`config.mk`:
```
export PLATFORM = sky130hd
export DESIGN_NAME = led_pwm_ctrl
export DESIGN_NICKNAME = d
export VERILOG_FILES = /design/src/rtl/led_pwm_pkg.sv /design/src/rtl/led_pwm_regs.sv /design/src/rtl/led_pwm_core.sv /design/src/rtl/led_pwm_ctrl.sv
export SDC_FILE = /design/constraint.sdc
export NUM_CORES = 1
export LEC_CHECK = 0
export ABC_AREA = 1
export BUFFER_PORTS_ARGS = -buffer_cell sky130_fd_sc_hd__buf_2
export CAP_MARGIN = 20
export CORE_MARGIN = 2
export CORE_UTILIZATION = 51
export CTS_BUF_LIST = sky130_fd_sc_hd__clkbuf_8 sky130_fd_sc_hd__clkbuf_16
export DETAILED_ROUTE_END_ITERATION = 16
export PLACE_DENSITY = 0.78
export RECOVER_POWER = 100
export SETUP_SLACK_MARGIN = 0.02
export SYNTH_ARGS = -nofsm -noshare
export SYNTH_HDL_FRONTEND = slang
export SYNTH_HIERARCHICAL = 1
export SYNTH_SLANG_ARGS = --single-unit
```
`constraint.sdc`:
```
create_clock -name clk -period 4.6 [get_ports clk]
set_clock_uncertainty 0.05 [all_clocks]
set_input_delay 0.46 -clock clk [delete_from_list [all_inputs] [get_ports clk]]
set_output_delay 0.46 -clock clk [all_outputs]
set_load 0.01 [all_outputs]
```
`src/rtl/led_pwm_pkg.sv`:
```
package led_pwm_pkg;
    localparam int ADDR_W = 3;
    localparam int DATA_W = 32;

    typedef enum logic [1:0] {
        MODE_OFF  = 2'd0,
        MODE_RSVD = 2'd1,
        MODE_PWM  = 2'd2,
        MODE_ON   = 2'd3
    } led_mode_e;

    localparam logic [ADDR_W-1:0] OFS_CFG  = 3'd0;
    localparam logic [ADDR_W-1:0] OFS_LIM  = 3'd1;
    localparam logic [ADDR_W-1:0] OFS_DLY  = 3'd2;
    localparam logic [ADDR_W-1:0] OFS_STEP = 3'd3;
    localparam logic [ADDR_W-1:0] OFS_IVL  = 3'd4;
    localparam logic [ADDR_W-1:0] OFS_ODLY = 3'd5;

    localparam int BIT_FAST = 2;
    localparam int BIT_UPD  = 6;
    localparam int BIT_SRST = 7;
endpackage

```
`src/rtl/led_pwm_regs.sv`:
```
module led_pwm_regs
    import led_pwm_pkg::*;
#(
    parameter int PRE_W  = 12,
    parameter int DUTY_W = 8,
    parameter int ODLY_W = 8
) (
    input  logic                 clk,
    input  logic                 rst_n,
    input  logic                 wr_en,
    input  logic [ADDR_W-1:0]    addr,
    input  logic [DATA_W-1:0]    wdata,
    input  logic                 xfer,
    output logic [DATA_W-1:0]    rdata,
    output led_mode_e            mode,
    output logic                 fast_sel,
    output logic [DUTY_W-1:0]    duty,
    output logic [PRE_W-1:0]     ld_hold,
    output logic                 upd_pend,
    output logic                 srst
);
    localparam int LIM_W = 2 * DUTY_W;
    localparam int DLY_W = 2 * PRE_W;

    typedef struct packed {
        led_mode_e          mode;
        logic               fast;
        logic               upd;
        logic [LIM_W-1:0]   lim;
        logic [DLY_W-1:0]   dly;
        logic [ODLY_W-1:0]  odly;
    } reg_st_t;

    reg_st_t st_d, st_q;
    logic    cfg_wr;

    always_comb begin
        st_d   = st_q;
        cfg_wr = wr_en && (addr == OFS_CFG);
        if (cfg_wr) begin
            st_d.mode = led_mode_e'(wdata[1:0]);
            st_d.fast = wdata[BIT_FAST];
        end
        st_d.upd = (st_q.upd & ~xfer) | (cfg_wr & wdata[BIT_UPD]);
        if (wr_en && addr == OFS_LIM)  st_d.lim  = wdata[LIM_W-1:0];
        if (wr_en && addr == OFS_DLY)  st_d.dly  = wdata[DLY_W-1:0];
        if (wr_en && addr == OFS_ODLY) st_d.odly = wdata[ODLY_W-1:0];
    end

    always_ff @(posedge clk or negedge rst_n) begin
        if (!rst_n) st_q <= '0;
        else        st_q <= st_d;
    end

    always_comb begin
        rdata = '0;
        case (addr)
            OFS_CFG: begin
                rdata[1:0]      = st_q.mode;
                rdata[BIT_FAST] = st_q.fast;
                rdata[BIT_UPD]  = st_q.upd;
            end
            OFS_LIM:  rdata[LIM_W-1:0]  = st_q.lim;
            OFS_DLY:  rdata[DLY_W-1:0]  = st_q.dly;
            OFS_ODLY: rdata[ODLY_W-1:0] = st_q.odly;
            default:  rdata = '0;
        endcase
    end

    assign mode     = st_q.mode;
    assign fast_sel = st_q.fast;
    assign duty     = st_q.lim[DUTY_W-1:0];
    assign ld_hold  = st_q.dly[PRE_W-1:0];
    assign upd_pend = st_q.upd;
    assign srst     = cfg_wr & wdata[BIT_SRST];
endmodule

```
`src/rtl/led_pwm_core.sv`:
```
module led_pwm_core
    import led_pwm_pkg::*;
#(
    parameter int PRE_W  = 12,
    parameter int DUTY_W = 8
) (
    input  logic              clk,
    input  logic              rst_n,
    input  logic              tick_fast,
    input  logic              tick_slow,
    input  logic              fast_sel,
    input  led_mode_e         mode,
    input  logic [DUTY_W-1:0] duty,
    input  logic [PRE_W-1:0]  ld_hold,
    input  logic              upd_pend,
    input  logic              srst,
    output logic              xfer,
    output logic              led,
    output logic [PRE_W-1:0]  pre_o,
    output logic [DUTY_W-1:0] cnt_o,
    output logic [PRE_W-1:0]  ld_o
);
    localparam logic [DUTY_W-1:0] SLOT_LAST = '1;
    localparam logic [DUTY_W-1:0] DUTY_ZERO = '0;
    localparam logic [DUTY_W-1:0] DUTY_FULL = '1;

    typedef struct packed {
        logic [PRE_W-1:0]  pre;
        logic [DUTY_W-1:0] cnt;
        logic [PRE_W-1:0]  ld;
    } core_st_t;

    core_st_t st_d, st_q;
    logic     tick;

    assign tick = fast_sel ? tick_fast : tick_slow;

    always_comb begin
        st_d = st_q;
        xfer = 1'b0;
        if (srst) begin
            st_d.pre = '0;
            st_d.cnt = '0;
        end else if (mode != MODE_PWM) begin
            st_d.pre = '0;
            st_d.cnt = '0;
            if (upd_pend) begin
                st_d.ld = ld_hold;
                xfer    = 1'b1;
            end
        end else if (tick) begin
            if (st_q.pre == st_q.ld) begin
                st_d.pre = '0;
                st_d.cnt = st_q.cnt + 1'b1;
                if (st_q.cnt == SLOT_LAST && upd_pend) begin
                    st_d.ld = ld_hold;
                    xfer    = 1'b1;
                end
            end else begin
                st_d.pre = st_q.pre + 1'b1;
            end
        end
    end

    always_ff @(posedge clk or negedge rst_n) begin
        if (!rst_n) st_q <= '0;
        else        st_q <= st_d;
    end

    always_comb begin
        case (mode)
            MODE_ON:  led = 1'b1;
            MODE_PWM: begin
                if (duty == DUTY_ZERO)      led = 1'b0;
                else if (duty == DUTY_FULL) led = 1'b1;
                else                        led = (st_q.cnt < duty);
            end
            default:  led = 1'b0;
        endcase
    end

    assign pre_o = st_q.pre;
    assign cnt_o = st_q.cnt;
    assign ld_o  = st_q.ld;
endmodule

```
`src/rtl/led_pwm_ctrl.sv`:
```
module led_pwm_ctrl
    import led_pwm_pkg::*;
#(
    parameter int PRE_W  = 12,
    parameter int DUTY_W = 8,
    parameter int ODLY_W = 8
) (
    input  logic              clk,
    input  logic              rst_n,
    input  logic              tick_fast_i,
    input  logic              tick_slow_i,
    input  logic              wr_en_i,
    input  logic [ADDR_W-1:0] addr_i,
    input  logic [DATA_W-1:0] wdata_i,
    output logic [DATA_W-1:0] rdata_o,
    output logic              led_o
);
    led_mode_e         mode_w;
    logic              fast_w;
    logic [DUTY_W-1:0] duty_w;
    logic [PRE_W-1:0]  hold_w;
    logic              upd_w;
    logic              srst_w;
    logic              xfer_w;
    logic [PRE_W-1:0]  pre_w;
    logic [DUTY_W-1:0] cnt_w;
    logic [PRE_W-1:0]  ld_w;

    led_pwm_regs #(.PRE_W(PRE_W), .DUTY_W(DUTY_W), .ODLY_W(ODLY_W)) regs_i (
        .clk(clk), .rst_n(rst_n), .wr_en(wr_en_i), .addr(addr_i),
        .wdata(wdata_i), .xfer(xfer_w), .rdata(rdata_o), .mode(mode_w),
        .fast_sel(fast_w), .duty(duty_w), .ld_hold(hold_w),
        .upd_pend(upd_w), .srst(srst_w)
    );

    led_pwm_core #(.PRE_W(PRE_W), .DUTY_W(DUTY_W)) core_i (
        .clk(clk), .rst_n(rst_n), .tick_fast(tick_fast_i),
        .tick_slow(tick_slow_i), .fast_sel(fast_w), .mode(mode_w),
        .duty(duty_w), .ld_hold(hold_w), .upd_pend(upd_w), .srst(srst_w),
        .xfer(xfer_w), .led(led_o), .pre_o(pre_w), .cnt_o(cnt_w), .ld_o(ld_w)
    );
endmodule

```
==> summary.json <==
{
  "route": {
    "drt-initial-drc-count": 282,
    "route.vias.total": 4522,
    "per_cell_routed_wire_length_um": 12.83,
    "drt.antenna.violating_nets": 0,
    "totalWireLength_mm": 11.20,
    "detail_route.first_pass.iterations": 5,
    "route.detailed.drc": 0,
    "viasPerCell": 5.180
  },
  "clock_network": {
    "htreeDepth": 3,
    "insertion_delay_ns": 0.36,
    "cts.clk_slew.worst_paths_ns": 0.09,
    "max-clock-path-buffers": 2,
    "clkSinkCount": 84,
    "tritoncts.num_buffers": 9,
    "cts_root_buffer": "sky130_fd_sc_hd__clkbuf_8",
    "cts_tree": "yes",
    "postCtsSetupRepairBufs": 0
  },
  "power": {
    "p_int_mw": 1.297,
    "vdd_ir_drop_max_v": 0.0001897,
    "power_leakage_nw": 2.881,
    "swShare_pct": 37.01,
    "pwr-share-comb_pct": 26.6,
    "p_clk_share_pct": 24.5,
    "p_per_area_nw_per_um2": 388.8,
    "sw_pwr_mw": 0.7622,
    "finalPower_mw": 2.059,
    "power_frac_seq_pct": 48.8
  },
  "flow_run": {
    "max-cap-violations": 2
  },
  "timing": {
    "fin_hold_ws_ns": 0.2369,
    "endpoints_failing_hold": 0,
    "grt_setup_unrepaired": "no",
    "slew_headroom_pct": -9.512,
    "period_share_pct": 73.54,
    "report.final.slew_viol_count": 93,
    "timing_worst_slew_pin_value_ns": 1.643,
    "setup_ws_ns": 1.217,
    "max_freq_mhz": 295.6,
    "endpoints_failing_setup": 0,
    "final_period_minus_worst_setup_slack_ns": 3.383,
    "setup_total_negative_slack_ns": 0
  },
  "global_route": {
    "grt_antenna_before_repair": 0,
    "grt-busiest-layer": "met2",
    "grt_overflow": 0,
    "grt_use_met1_pct": 27.94,
    "global_route.usage.total_pct": 21.70,
    "grt_pass1_vias": 4288,
    "globalRouteMet3Util_pct": 3.885,
    "global_route_wire_length_before_repair_mm": 19.46,
    "largest_net_degree_at_the_start_of_global_routing": 85,
    "met2_usage_pct": 36.89
  },
  "critical_path": {
    "critical_path.max_stage_delay_ns": 0.94,
    "critical_path_class": "in2reg",
    "critical_path.reg2reg.startpoint": "core_i/cnt_o[0]",
    "cp-start-kind": "primary input",
    "path_max_fanout": 29,
    "critical_path_buf_inv_count": 4,
    "critPathMostFrequentCell": "sky130_fd_sc_hd__inv_1",
    "critical_path_required_ns": 4.80,
    "startpoint": "wr_en_i",
    "critical-path-top-delay-family": "simple AND/OR/NAND/NOR gates",
    "timing.critical_path.slowest_stage_cell": "sky130_fd_sc_hd__clkbuf_1",
    "worstPathArrival_ns": 3.58,
    "crit_path_cells": "clkbuf_1 > nand3_1 > nor2_1 > inv_1 > nand2_1 > inv_1 > nand2_2 > nand2_2 > inv_1 > nor2_1",
    "setup.worst_path.end_class": "flop"
  },
  "final_layout": {
    "n_fill_cell": 977,
    "post-route-cell-area_um2": 5298,
    "nNetsFinal": 784,
    "finalNonFillerCells": 873,
    "drive_above_1_share_pct": 8.378,
    "area_delta_synth_final_pct": 3.876,
    "antenna_diode_count": 0,
    "utilization_pct": 54.45
  },
  "logic_synthesis": {
    "synth_largest_type_area_fraction_pct": 41.22,
    "synthTopCellsByArea": "sky130_fd_sc_hd__dfrtp_1, sky130_fd_sc_hd__nand2_1, sky130_fd_sc_hd__nand3_1",
    "synth.cell_area_um2": 5100,
    "synth_common_cells": "sky130_fd_sc_hd__nand2_1, sky130_fd_sc_hd__dfrtp_1, sky130_fd_sc_hd__inv_1, sky130_fd_sc_hd__nand3_1, sky130_fd_sc_hd__nor2_1",
    "yosys.area.top_type": "sky130_fd_sc_hd__dfrtp_1",
    "syn_area_per_cell_um2": 7.153,
    "synthDistinctLibCells": 32,
    "yosysMostFrequentCell": "sky130_fd_sc_hd__nand2_1",
    "yosys_register_bits": 84,
    "synth_warnings": 6,
    "synth_async_sr_flop_share_pct": 100.0,
    "synthFlopType": "sky130_fd_sc_hd__dfrtp_1",
    "yosysSeqAreaShare_pct": 41.22,
    "synthesis.instances": 713,
    "synth_edf_count": 0
  },
  "floorplanning": {
    "row_count": 36,
    "top_level_ports": 73,
    "coreArea_um2": 9729,
    "fp.dieW_um": 104,
    "dieArea_um2": 10820,
    "die-height_um": 104,
    "initial_core_util_pct": 52.42
  },
  "status": {
    "violations_in_the_final_reports": "capacitance limit, slew limit",
    "run_status": "complete, but fails checks"
  },
  "place": {
    "gp_congestion": 0.8967,
    "placed_cells_incl_taps": 855,
    "placedInstanceArea_um2": 5169,
    "numPortBuffers": 56,
    "dp_slack_ns": 1.642,
    "dp.final_hpwl_mm": 7.945
  },
  "min_path": {
    "hp-start": "wdata_i[16]",
    "hp-class": "in2reg"
  }
}
==> power by group through the flow <==
| stage | registers (mW) | clock network, mW | logic (mW) |
|---|---|---|---|
| 2_1_floorplan | 0.974 | 0 | 0.499 |
| 3_3_place_gp | 1.01 | 0 | 0.533 |
| 3_5_place_dp | 1.02 | 0 | 0.557 |
| 4_1_cts | 1.00 | 0.512 | 0.561 |
| 5_1_grt | 1.03 | 0.547 | 0.640 |
| 6_report | 1.01 | 0.506 | 0.549 |
==> worst paths after layout <==
kind                                     endpoint  slack, ns  cells after the start
worst max register to register     core_i/ld_o[2]       2.45                      7
max in group asynchronous       regs_i/ld_hold[1]       1.66                      3
worst min-delay path              regs_i/st_q[24]       0.24                      3
worst max-delay path              core_i/pre_o[7]       1.22                     10
worst min register to register     regs_i/st_q[4]       0.43                      2
min in group asynchronous         core_i/pre_o[4]       0.72                      2
==> flip-flops by register name, summed over array words and instances, names as in the netlist, 2 cells and up <==
register / count
regs_i/st_q: 28
core_i/ld_o: 12
core_i/pre_o: 12
regs_i/ld_hold: 12
core_i/cnt_o: 8
regs_i/duty: 8
regs_i/mode: 2
==> worst reg2reg max path, delay by kind of cell, from the launching register on <==
| kind | cells | cell delay (ns) |
|---|---|---|
| adder cells (fa/ha/maj) | 1 | 0.22 |
| flip-flops | 1 | 0.45 |
| AO/OA/AOI/OAI | 1 | 0.68 |
| AND/OR/NAND/NOR | 5 | 0.70 |
==> per-layer routing <==
layer	share of wire [%]	wire, um
met1	45	5006
met2	49	5472
met3	4.9	546
met4	1.6	175
met5	0	0
==> cell families after synthesis <==
logic type	after synthesis	synth area share [%]
adder cells (fa/ha/maj)	9	2.208
other	1	0.07353
AO/OA/AOI/OAI	18	1.865
XOR/XNOR	8	1.374
AND/OR/NAND/NOR	463	39.62
buffers and inverters	130	13.64
flip-flops	84	41.22
==> layout by cell type (no fill, tap or decap), types with 9 or more instances in the layout <==
cell	n
sky130_fd_sc_hd__nand3_1	65
sky130_fd_sc_hd__ha_1	9
sky130_fd_sc_hd__dfrtp_1	84
sky130_fd_sc_hd__clkbuf_1	24
sky130_fd_sc_hd__nand2_1	299
sky130_fd_sc_hd__nor2_1	45
sky130_fd_sc_hd__clkbuf_8	11
sky130_fd_sc_hd__inv_1	73
sky130_fd_sc_hd__nand4_1	32
sky130_fd_sc_hd__buf_2	32
==> final cells by class <==
| cell class | instances | area (um2) | share of cell area (%) |
|---|---|---|---|
| Multi-Input combinational cell | 506 | 2288 | 43.20 |
| Sequential cell | 84 | 2102 | 39.68 |
| Inverter | 75 | 281.5 | 5.314 |
| Timing Repair Buffer | 59 | 272.8 | 5.149 |
| Tap cell | 133 | 166.4 | 3.141 |
| Clock buffer | 11 | 151.4 | 2.858 |
| Clock inverter | 5 | 35.03 | 0.6613 |
==> what timing repair did <==
item	CTS	global route
endpoints found under the setup margin	0	0
hold endpoints to repair	0	17
resized for setup	0	0
hold buffers	0	1
Power figures use the tool's default switching activity.
